`src/rtl/addr_attr_pkg.sv`:
```
package addr_attr_pkg;
  localparam int ADDR_W   = 32;
  localparam int REGION_W = 4;
  localparam int REGION_LSB = ADDR_W - REGION_W;

  typedef struct packed {
    logic [REGION_W-1:0] region;
    logic                nonsec;
    logic                nsc;
    logic                exempt;
    logic                upper_only;
    logic [ADDR_W-1:0]   addr;
  } attr_t;
endpackage

```
`src/rtl/attr_cfg_reg.sv`:
```
module attr_cfg_reg #(
  parameter int CFG_AW  = 4,
  parameter int CFG_OFF = 0,
  parameter int NSC_W   = 2,
  parameter int DATA_W  = 32
) (
  input  logic              clk,
  input  logic              rst_n,
  input  logic              we,
  input  logic [CFG_AW-1:0] addr,
  input  logic [DATA_W-1:0] wdata,
  output logic [DATA_W-1:0] rdata,
  output logic [NSC_W-1:0]  cfg
);
  localparam logic [DATA_W-1:0] WR_MASK = {{(DATA_W-NSC_W){1'b0}}, {NSC_W{1'b1}}};
  localparam logic [CFG_AW-1:0] OFF     = CFG_OFF[CFG_AW-1:0];

  logic [DATA_W-1:0] cfg_q;
  logic              hit;

  assign hit = (addr == OFF);

  always_ff @(posedge clk or negedge rst_n) begin
    if (!rst_n)         cfg_q <= '0;
    else if (we && hit) cfg_q <= wdata & WR_MASK;
  end

  assign cfg   = cfg_q[NSC_W-1:0];
  assign rdata = hit ? cfg_q : '0;

  // a write at the matching offset is visible the following cycle
  a_r7_write_lands: assert property (@(posedge clk) disable iff (!rst_n)
    (we && hit) |=> (cfg == $past(wdata[NSC_W-1:0])));
  // a write elsewhere leaves the register unchanged
  a_r7_miss_ignored: assert property (@(posedge clk) disable iff (!rst_n)
    (we && !hit) |=> $stable(cfg));
endmodule

```
`src/rtl/attr_classify.sv`:
```
module attr_classify
  import addr_attr_pkg::*;
#(
  parameter int               NSC_W        = 2,
  parameter logic [ADDR_W-1:0] EXEMPT_MASK  = 32'hEFF0_0000,
  parameter logic [ADDR_W-1:0] EXEMPT_MATCH = 32'hE000_0000
) (
  input  logic [ADDR_W-1:0]   addr,
  input  logic [NSC_W-1:0]    cfg,
  output logic [REGION_W-1:0] region,
  output logic                nonsec,
  output logic                nsc,
  output logic                exempt
);
  logic [NSC_W-1:0] nsc_hit;

  assign region = addr[ADDR_W-1:REGION_LSB];
  assign nonsec = ~addr[REGION_LSB];
  assign exempt = ((addr & EXEMPT_MASK) == EXEMPT_MATCH);

  // configuration bit i opens secure region 2*i+1
  for (genvar i = 0; i < NSC_W; i++) begin : g_nsc
    localparam logic [REGION_W-1:0] NSC_REGION = REGION_W'(2 * i + 1);
    assign nsc_hit[i] = cfg[i] && (region == NSC_REGION);
  end

  assign nsc = |nsc_hit;
endmodule

```
`src/rtl/attr_window_map.sv`:
```
module attr_window_map
  import addr_attr_pkg::*;
#(
  parameter int                 PAGE_BITS  = 12,
  parameter int                 NUM_PAGES  = 5,
  parameter logic [15:0]        ALIAS_MASK = 16'b0000_0000_0010_1010,
  parameter logic [NUM_PAGES*(ADDR_W-PAGE_BITS)-1:0] PAGE_LIST =
    {20'h50083, 20'h50081, 20'h5002E, 20'h50021, 20'h50080}
) (
  input  logic [ADDR_W-1:0] addr_in,
  output logic [ADDR_W-1:0] addr_out,
  output logic              upper_only
);
  localparam int PN_W = ADDR_W - PAGE_BITS;

  logic [NUM_PAGES-1:0] page_hit;
  logic                 alias_win;
  logic [PN_W-1:0]      page_num;

  assign page_num = addr_in[ADDR_W-1:PAGE_BITS];

  for (genvar p = 0; p < NUM_PAGES; p++) begin : g_page
    assign page_hit[p] = (page_num == PAGE_LIST[p*PN_W +: PN_W]);
  end

  assign upper_only = |page_hit;
  assign alias_win  = ALIAS_MASK[addr_in[ADDR_W-1:REGION_LSB]];

  always_comb begin
    addr_out = addr_in;
    if (alias_win && !upper_only) addr_out[REGION_LSB] = 1'b0;
  end
endmodule

```
`src/rtl/addr_attr_unit.sv`:
```
module addr_attr_unit
  import addr_attr_pkg::*;
#(
  parameter int CFG_AW = 4,
  parameter int NSC_W  = 2
) (
  input  logic                clk,
  input  logic                rst_n,
  input  logic                in_valid,
  output logic                in_ready,
  input  logic [ADDR_W-1:0]   in_addr,
  output logic                out_valid,
  input  logic                out_ready,
  output logic [REGION_W-1:0] out_region,
  output logic                out_nonsec,
  output logic                out_nsc,
  output logic                out_exempt,
  output logic                out_upper_only,
  output logic [ADDR_W-1:0]   out_addr,
  input  logic                cfg_we,
  input  logic [CFG_AW-1:0]   cfg_addr,
  input  logic [31:0]         cfg_wdata,
  output logic [31:0]         cfg_rdata
);
  logic [NSC_W-1:0] nsc_cfg;
  attr_t            lookup_d;
  attr_t            lookup_q;
  logic             valid_q;

  attr_cfg_reg #(.CFG_AW(CFG_AW), .CFG_OFF(0), .NSC_W(NSC_W), .DATA_W(32)) u_cfg (
    .clk(clk), .rst_n(rst_n), .we(cfg_we), .addr(cfg_addr),
    .wdata(cfg_wdata), .rdata(cfg_rdata), .cfg(nsc_cfg)
  );

  attr_classify #(.NSC_W(NSC_W)) u_classify (
    .addr(in_addr), .cfg(nsc_cfg), .region(lookup_d.region),
    .nonsec(lookup_d.nonsec), .nsc(lookup_d.nsc), .exempt(lookup_d.exempt)
  );

  attr_window_map u_map (
    .addr_in(in_addr), .addr_out(lookup_d.addr), .upper_only(lookup_d.upper_only)
  );

  assign in_ready = !valid_q || out_ready;

  always_ff @(posedge clk or negedge rst_n) begin
    if (!rst_n) begin
      valid_q  <= 1'b0;
      lookup_q <= '0;
    end else if (in_ready) begin
      valid_q  <= in_valid;
      if (in_valid) lookup_q <= lookup_d;
    end
  end

  assign out_valid      = valid_q;
  assign out_region     = lookup_q.region;
  assign out_nonsec     = lookup_q.nonsec;
  assign out_nsc        = lookup_q.nsc;
  assign out_exempt     = lookup_q.exempt;
  assign out_upper_only = lookup_q.upper_only;
  assign out_addr       = lookup_q.addr;

  // an accepted lookup is presented on the next cycle
  a_r9_valid_next: assert property (@(posedge clk) disable iff (!rst_n)
    (in_valid && in_ready) |=> out_valid);
  // a stalled result is held unchanged
  a_r10_hold: assert property (@(posedge clk) disable iff (!rst_n)
    (out_valid && !out_ready) |=> (out_valid && $stable(out_addr) && $stable(out_region)
      && $stable(out_nsc) && $stable(out_nonsec) && $stable(out_exempt)
      && $stable(out_upper_only)));
  // entry-callable only ever reported for a secure region
  a_r3_nsc_secure: assert property (@(posedge clk) disable iff (!rst_n)
    (out_valid && out_nsc) |-> !out_nonsec);
  // upper-only pages belong to region 5 and stay unfolded
  a_r6_upper_unfolded: assert property (@(posedge clk) disable iff (!rst_n)
    (out_valid && out_upper_only) |-> (out_region == 4'd5 && out_addr[28]));
  // folding touches only bit 28
  a_r5_fold_bits: assert property (@(posedge clk) disable iff (!rst_n)
    out_valid |-> (out_addr[31:29] == out_region[3:1]));
  // no result without a prior accept right after reset
  a_r11_idle_start: assert property (@(posedge clk) disable iff (!rst_n)
    (!out_valid && !in_valid) |=> !out_valid);
endmodule

```
`config.mk`:
```
export PLATFORM = sky130hd
export DESIGN_NAME = addr_attr_unit
export DESIGN_NICKNAME = d
export VERILOG_FILES = /design/src/rtl/addr_attr_pkg.sv /design/src/rtl/attr_cfg_reg.sv /design/src/rtl/attr_classify.sv /design/src/rtl/attr_window_map.sv /design/src/rtl/addr_attr_unit.sv
export SDC_FILE = /design/constraint.sdc
export NUM_CORES = 1
export LEC_CHECK = 0
export BUFFER_PORTS_ARGS = -buffer_cell sky130_fd_sc_hd__buf_2
export CORE_MARGIN = 2
export CORE_UTILIZATION = 36
export CTS_CLUSTER_DIAMETER = 200
export DETAILED_ROUTE_END_ITERATION = 6
export PLACE_DENSITY = 0.75
export SKIP_CTS_REPAIR_TIMING = 1
export SKIP_LAST_GASP = 1
export SLEW_MARGIN = 15
export SYNTH_ARGS = -nofsm -noshare
export SYNTH_HDL_FRONTEND = slang
export SYNTH_SLANG_ARGS = --single-unit
```
`constraint.sdc`:
```
create_clock -name clk -period 1.18 [get_ports clk]
set_input_delay 0.059 -clock clk [delete_from_list [all_inputs] [get_ports clk]]
set_output_delay 0.059 -clock clk [all_outputs]
set_load 0.01 [all_outputs]
```
; ---- Word level (Yosys, flattened, before mapping)
; Memory sizes are Yosys's and may differ from the RTL's.
; Cells that the tools add are included.
[op_classes]
order_cmp = 1
eq_ne = 8
n_mux = 3
n_bitwise = 1
n_reduce_logical = 11
[ops]
columns = operator, n
row1 = "20-bit by 19-bit == test with 1-bit output, second input constant", 5
row2 = "11-bit == test, second input constant", 1
row3 = "4-bit by 5-bit less-than comparator with 1-bit output, second input constant", 1
row4 = 5-bit OR reduction, 1
row5 = "4-bit by 1-bit == test with 1-bit output, second input constant", 1
row6 = "4-bit by 2-bit == test with 1-bit output, second input constant", 1
row7 = 1-bit logical AND, 4
row8 = 4-bit zero test, 1
row9 = 1-bit zero test, 2
row10 = 1-bit two-way mux, 2
row11 = 2-bit two-way mux, 1
row12 = 2-bit AND reduction, 1
row13 = 2-bit OR reduction, 1
row14 = 1-bit logical OR, 1
row15 = 1-bit inverter, 1
[totals]
ff_bits = 43
mem_bits_ro = 16
output_inout_bits = 74
elab_cells = 33
mem_count = 1
[mem_list]
columns = name, words, word_bits, read_ports, rd_clocked_by_memory_dff, write_ports, line_no
row1 = (no name shown), 16, 1, 1, 0, 0, attr_window_map.sv:27  ; assign alias_win = ALIAS_MASK[addr_in[ADDR_W-1:REGION_LSB]];

; ---- Logic depth before layout (Yosys ltp)
[logic_depth]
ltp_word = 5
depth_mapped = 5
ltp_nobuf = 4

; ---- Modules after synthesis
; Synthesis repeated with hierarchy kept, for this count alone.
[unflattened]
cells_unflattened = 184
area_unflattened_um2 = 2459.9
[by_module_without_submodules]
columns = mod, n_inst, cells_per_inst, area_each_um2
row1 = addr_attr_unit, 1, 88, 1702.9
row2 = attr_window_map, 1, 46, 336.6
row3 = attr_cfg_reg, 1, 39, 332.8
row4 = attr_classify, 1, 11, 87.6

; ---- Worst setup path after synthesis
; Ideal clock, no wire load.
[synth_timing]
path_kind = register to register
start = reg valid_q (netlist: out_valid)
end = reg lookup_q, in the netlist out_addr[0]
arrival_ps = 1159
path_slack_ps = -104
stages_incl_launch_ff = 5
period_less_slack_ps = 1284
path_cell_list = dfrtp_1 > nand2b_2 > nand2_1 > buf_4 > mux2_2
[synth_between]
elab_chain_len = 3
[synth_lines]
columns = element, line_no
row1 = start: declaration, addr_attr_unit.sv:28  ; logic valid_q;
row2 = start signal: assignment, addr_attr_unit.sv:51  ; valid_q <= in_valid;
row3 = 1-bit zero test, addr_attr_unit.sv:44  ; assign in_ready = !valid_q || out_ready;
row4 = 1-bit logical OR, addr_attr_unit.sv:44
row5 = via in_ready, addr_attr_unit.sv:10  ; output logic in_ready,
row6 = 2-bit AND reduction (no line), -
row7 = end signal: assignment, addr_attr_unit.sv:52  ; if (in_valid) lookup_q <= lookup_d;
row8 = end: declaration, addr_attr_unit.sv:27  ; attr_t lookup_q;
; The timed path passes the listed nets, and every way through them passes these cells.
; A chain may end at the register's enable or synchronous reset.

; ---- Worst setup path after layout
[layout_timing]
start = reg valid_q (netlist: out_valid)
end = reg lookup_q, in the netlist out_addr[10]
[layout_between]
elab_chain_len = 3
[layout_lines]
columns = element, line_no
row1 = 1-bit zero test, addr_attr_unit.sv:44
row2 = 1-bit logical OR, addr_attr_unit.sv:44
row3 = 2-bit AND reduction (no line), -
; Every way passes these cells.

==> flow_summary.json <==
{
  "first_global_vias": 1294,
  "holdPathEnd": "out_addr[11]$_DFFE_PN0P_",
  "gp_congestion": 0.672,
  "period_needed_ns": 1.19,
  "avgSynthCellArea_um2": 13.0,
  "worstPathRequired_ns": 1.34,
  "routed_wl_um": 3920,
  "start_kind": "flop",
  "synth_top_area_cell": "dfrtp_1",
  "min_path_type": "input port to flop",
  "rsz0062_at_grt": "yes",
  "min_path_cells": 2,
  "critPathKind": "flop to flop",
  "vias": 1339,
  "fmax_mhz": 839,
  "ys_async_sr_fraction_pct": 100,
  "synthCells": 146,
  "skew_ns": 0.00636,
  "ant_nets": 0,
  "die_y_um": 76.6,
  "die_w_um": 76.6,
  "core_mm2": 0.00511,
  "synth_edf_count": 0,
  "cp-end-kind": "flop",
  "antenna_found_initial": 0,
  "run_status": "finished, violations left",
  "cts_tree": "built",
  "maxCapViolations": 0,
  "crit_arrival_ns": 1.36,
  "core.rowCount": 26,
  "power.density_mw_per_mm2": 1320,
  "synth_flop_cell": "dfrtp_1",
  "yosysMostFrequentCell": "dfrtp_1",
  "grt_first_pass_wirelength_um": 6300,
  "syn_to_final_growth_pct": 29.9,
  "die_area_mm2": 0.00586,
  "crit-reg2reg-launch": "out_valid$_DFFE_PN0N_",
  "htreeDepth": 2,
  "overflow": 0,
  "clock_sinks": 40,
  "drc": 0,
  "dp_cells": 301,
  "dp_hpwl_um": 2980,
  "drt_pass1_iterations": 4,
  "r2r-end": "out_addr[10]$_DFFE_PN0P_",
  "violations": "setup timing",
  "drive_gt1_share_pct": 58.0,
  "reg2reg_depth": 4,
  "seq_area_frac_synth_pct": 52.8,
  "crit_path_max_fanout": 5,
  "fin_crit_sh_pct": 101,
  "vdd_drop_max_uv": 581,
  "stdcell_count": 308,
  "cts.clk_slew.worst_paths_ns": 0.07,
  "clock_path_buffers": 2,
  "nets": 313,
  "diodes": 0,
  "drv_slew": 0,
  "hold_viol": 0,
  "setup_viol": 8,
  "dp_slack_ns": -0.0380,
  "numCtsBuffers": 5,
  "setup_ws_ns": -0.0115,
  "yosys_warnings": 0,
  "worst_skew_pair.late_latency_ns": 0.28,
  "power_leakage_nw": 1.25,
  "grt_max_degree": 41,
  "synth_area_mm2": 0.00190,
  "io_pins": 147,
  "portBuffers": 86,
  "rrSetupSlack_ns": -0.01,
  "vias_per_cell": 4.35,
  "synth_commonest_cells": "40 x dfrtp_1, 37 x buf_4, 33 x mux2_2",
  "cts_root_buf": "clkbuf_8",
  "wl_per_cell_um": 12.7,
  "worstSetupStartpoint": "out_valid$_DFFE_PN0N_",
  "min-delay-start": "in_addr[11]",
  "synthTopCellsByArea": "dfrtp_1 53%, mux2_2 20%, buf_4 15%, o21ai_0 1.3%, nand2_1 1.2%",
  "ys_seq_elements": 40,
  "drt_iter0_drc": 39,
  "start_util_pct": 37.1,
  "track_usage_pct": 13.8,
  "netlist.area_leader.share_pct": 52.8,
  "yosysUniqueCellTypes": 25
}
[kinds of logic after synthesis]
family,Yosys count,synth area share [%]
AOI/OAI and AO/OA,10,4.09
buffers and inverters,38,14.9
DFF,40,52.8
muxes,34,20.1
other,1,0.198
and+or+nand+nor,23,7.92
[how the worst max path moves through the flow]
stage	end	slack, ns
6_report	out_addr[10]$_DFFE_PN0P_	-0.01
5_1_grt	out_addr[28]$_DFFE_PN0P_	-0.07
2_1_floorplan	out_addr[0]$_DFFE_PN0P_	-0.01
3_3_place_gp	out_addr[15]$_DFFE_PN0P_	-0.006
4_1_cts	out_addr[12]$_DFFE_PN0P_	-0.05
3_5_place_dp	out_addr[12]$_DFFE_PN0P_	-0.04
[sequential cells by signal, summed over array words and instances (netlist names)]
signal / flops
out_addr: 29
out_exempt: 1
out_nonsec: 1
out_nsc: 1
out_region: 4
out_upper_only: 1
out_valid: 1
u_cfg.cfg_q: 2
[through the flow]
stage / instance area [um^2] / total power (W) / hold slack, ns / util, % / TNS, ns
after floorplan: 2030 / 0.00217 / -0.237 / - / -0.422
after global placement: 2330 / 0.00243 / 0.0470 / 45.7 / -0.0394
after detailed placement: 2330 / 0.00246 / 0.0485 / 45.7 / -0.428
after CTS: 2400 / 0.00329 / -0.265 / 47.1 / -0.641
after global routing: 2460 / 0.00347 / 0.00147 / 48.2 / -1.77
final: 2460 / 0.00325 / 0.00373 / 48.2 / -0.0361
[metal layers]
layer / share of wire (%) / wire length, um / GRT usage [%] / vias up
li1: - / - / - / 627
met1: 40 / 1580 / 17.0 / 648
met2: 53 / 2060 / 22.8 / 58
met5: 0 / 0 / 0 / -
met3: 5.5 / 214 / 3.91 / 6
met4: 1.7 / 68 / 5.45 / 0
[critical path, stage by stage (launching register included)]
cell      delay, ns
dfrtp_1        0.39
nand2b_4       0.10
nand2_8        0.10
buf_4          0.15
mux2_2         0.33
[power breakdown]
part	internal, W	leakage (nW)	switching (W)
Clock	0.000381	0.0359	0.000423
Sequential	0.00156	0.477	0.0000924
Combinational	0.000403	0.736	0.000388
[layout make-up]
type	instances	area, um^2
multi-input combinational	97	747
timing repair buffer	95	554
tap	70	87.6
fill	481	2650
sequential	40	1000
clock buffer	5	68.8
inverter	1	3.75
[cells in the final DEF (no fill, tap or decap), types with 2 or more instances in the layout]
cell,netlist,layout
and2_1,2,2
buf_12,0,2
buf_2,0,86
buf_4,37,3
clkbuf_8,0,5
conb_1,1,30
dfrtp_1,40,40
mux2_2,33,32
nand2_1,6,5
nand2b_1,2,2
nand4b_1,2,2
nor4_1,2,2
nor4b_1,2,2
o21ai_0,5,5
No activity file was read; power rests on OpenSTA's default activity.
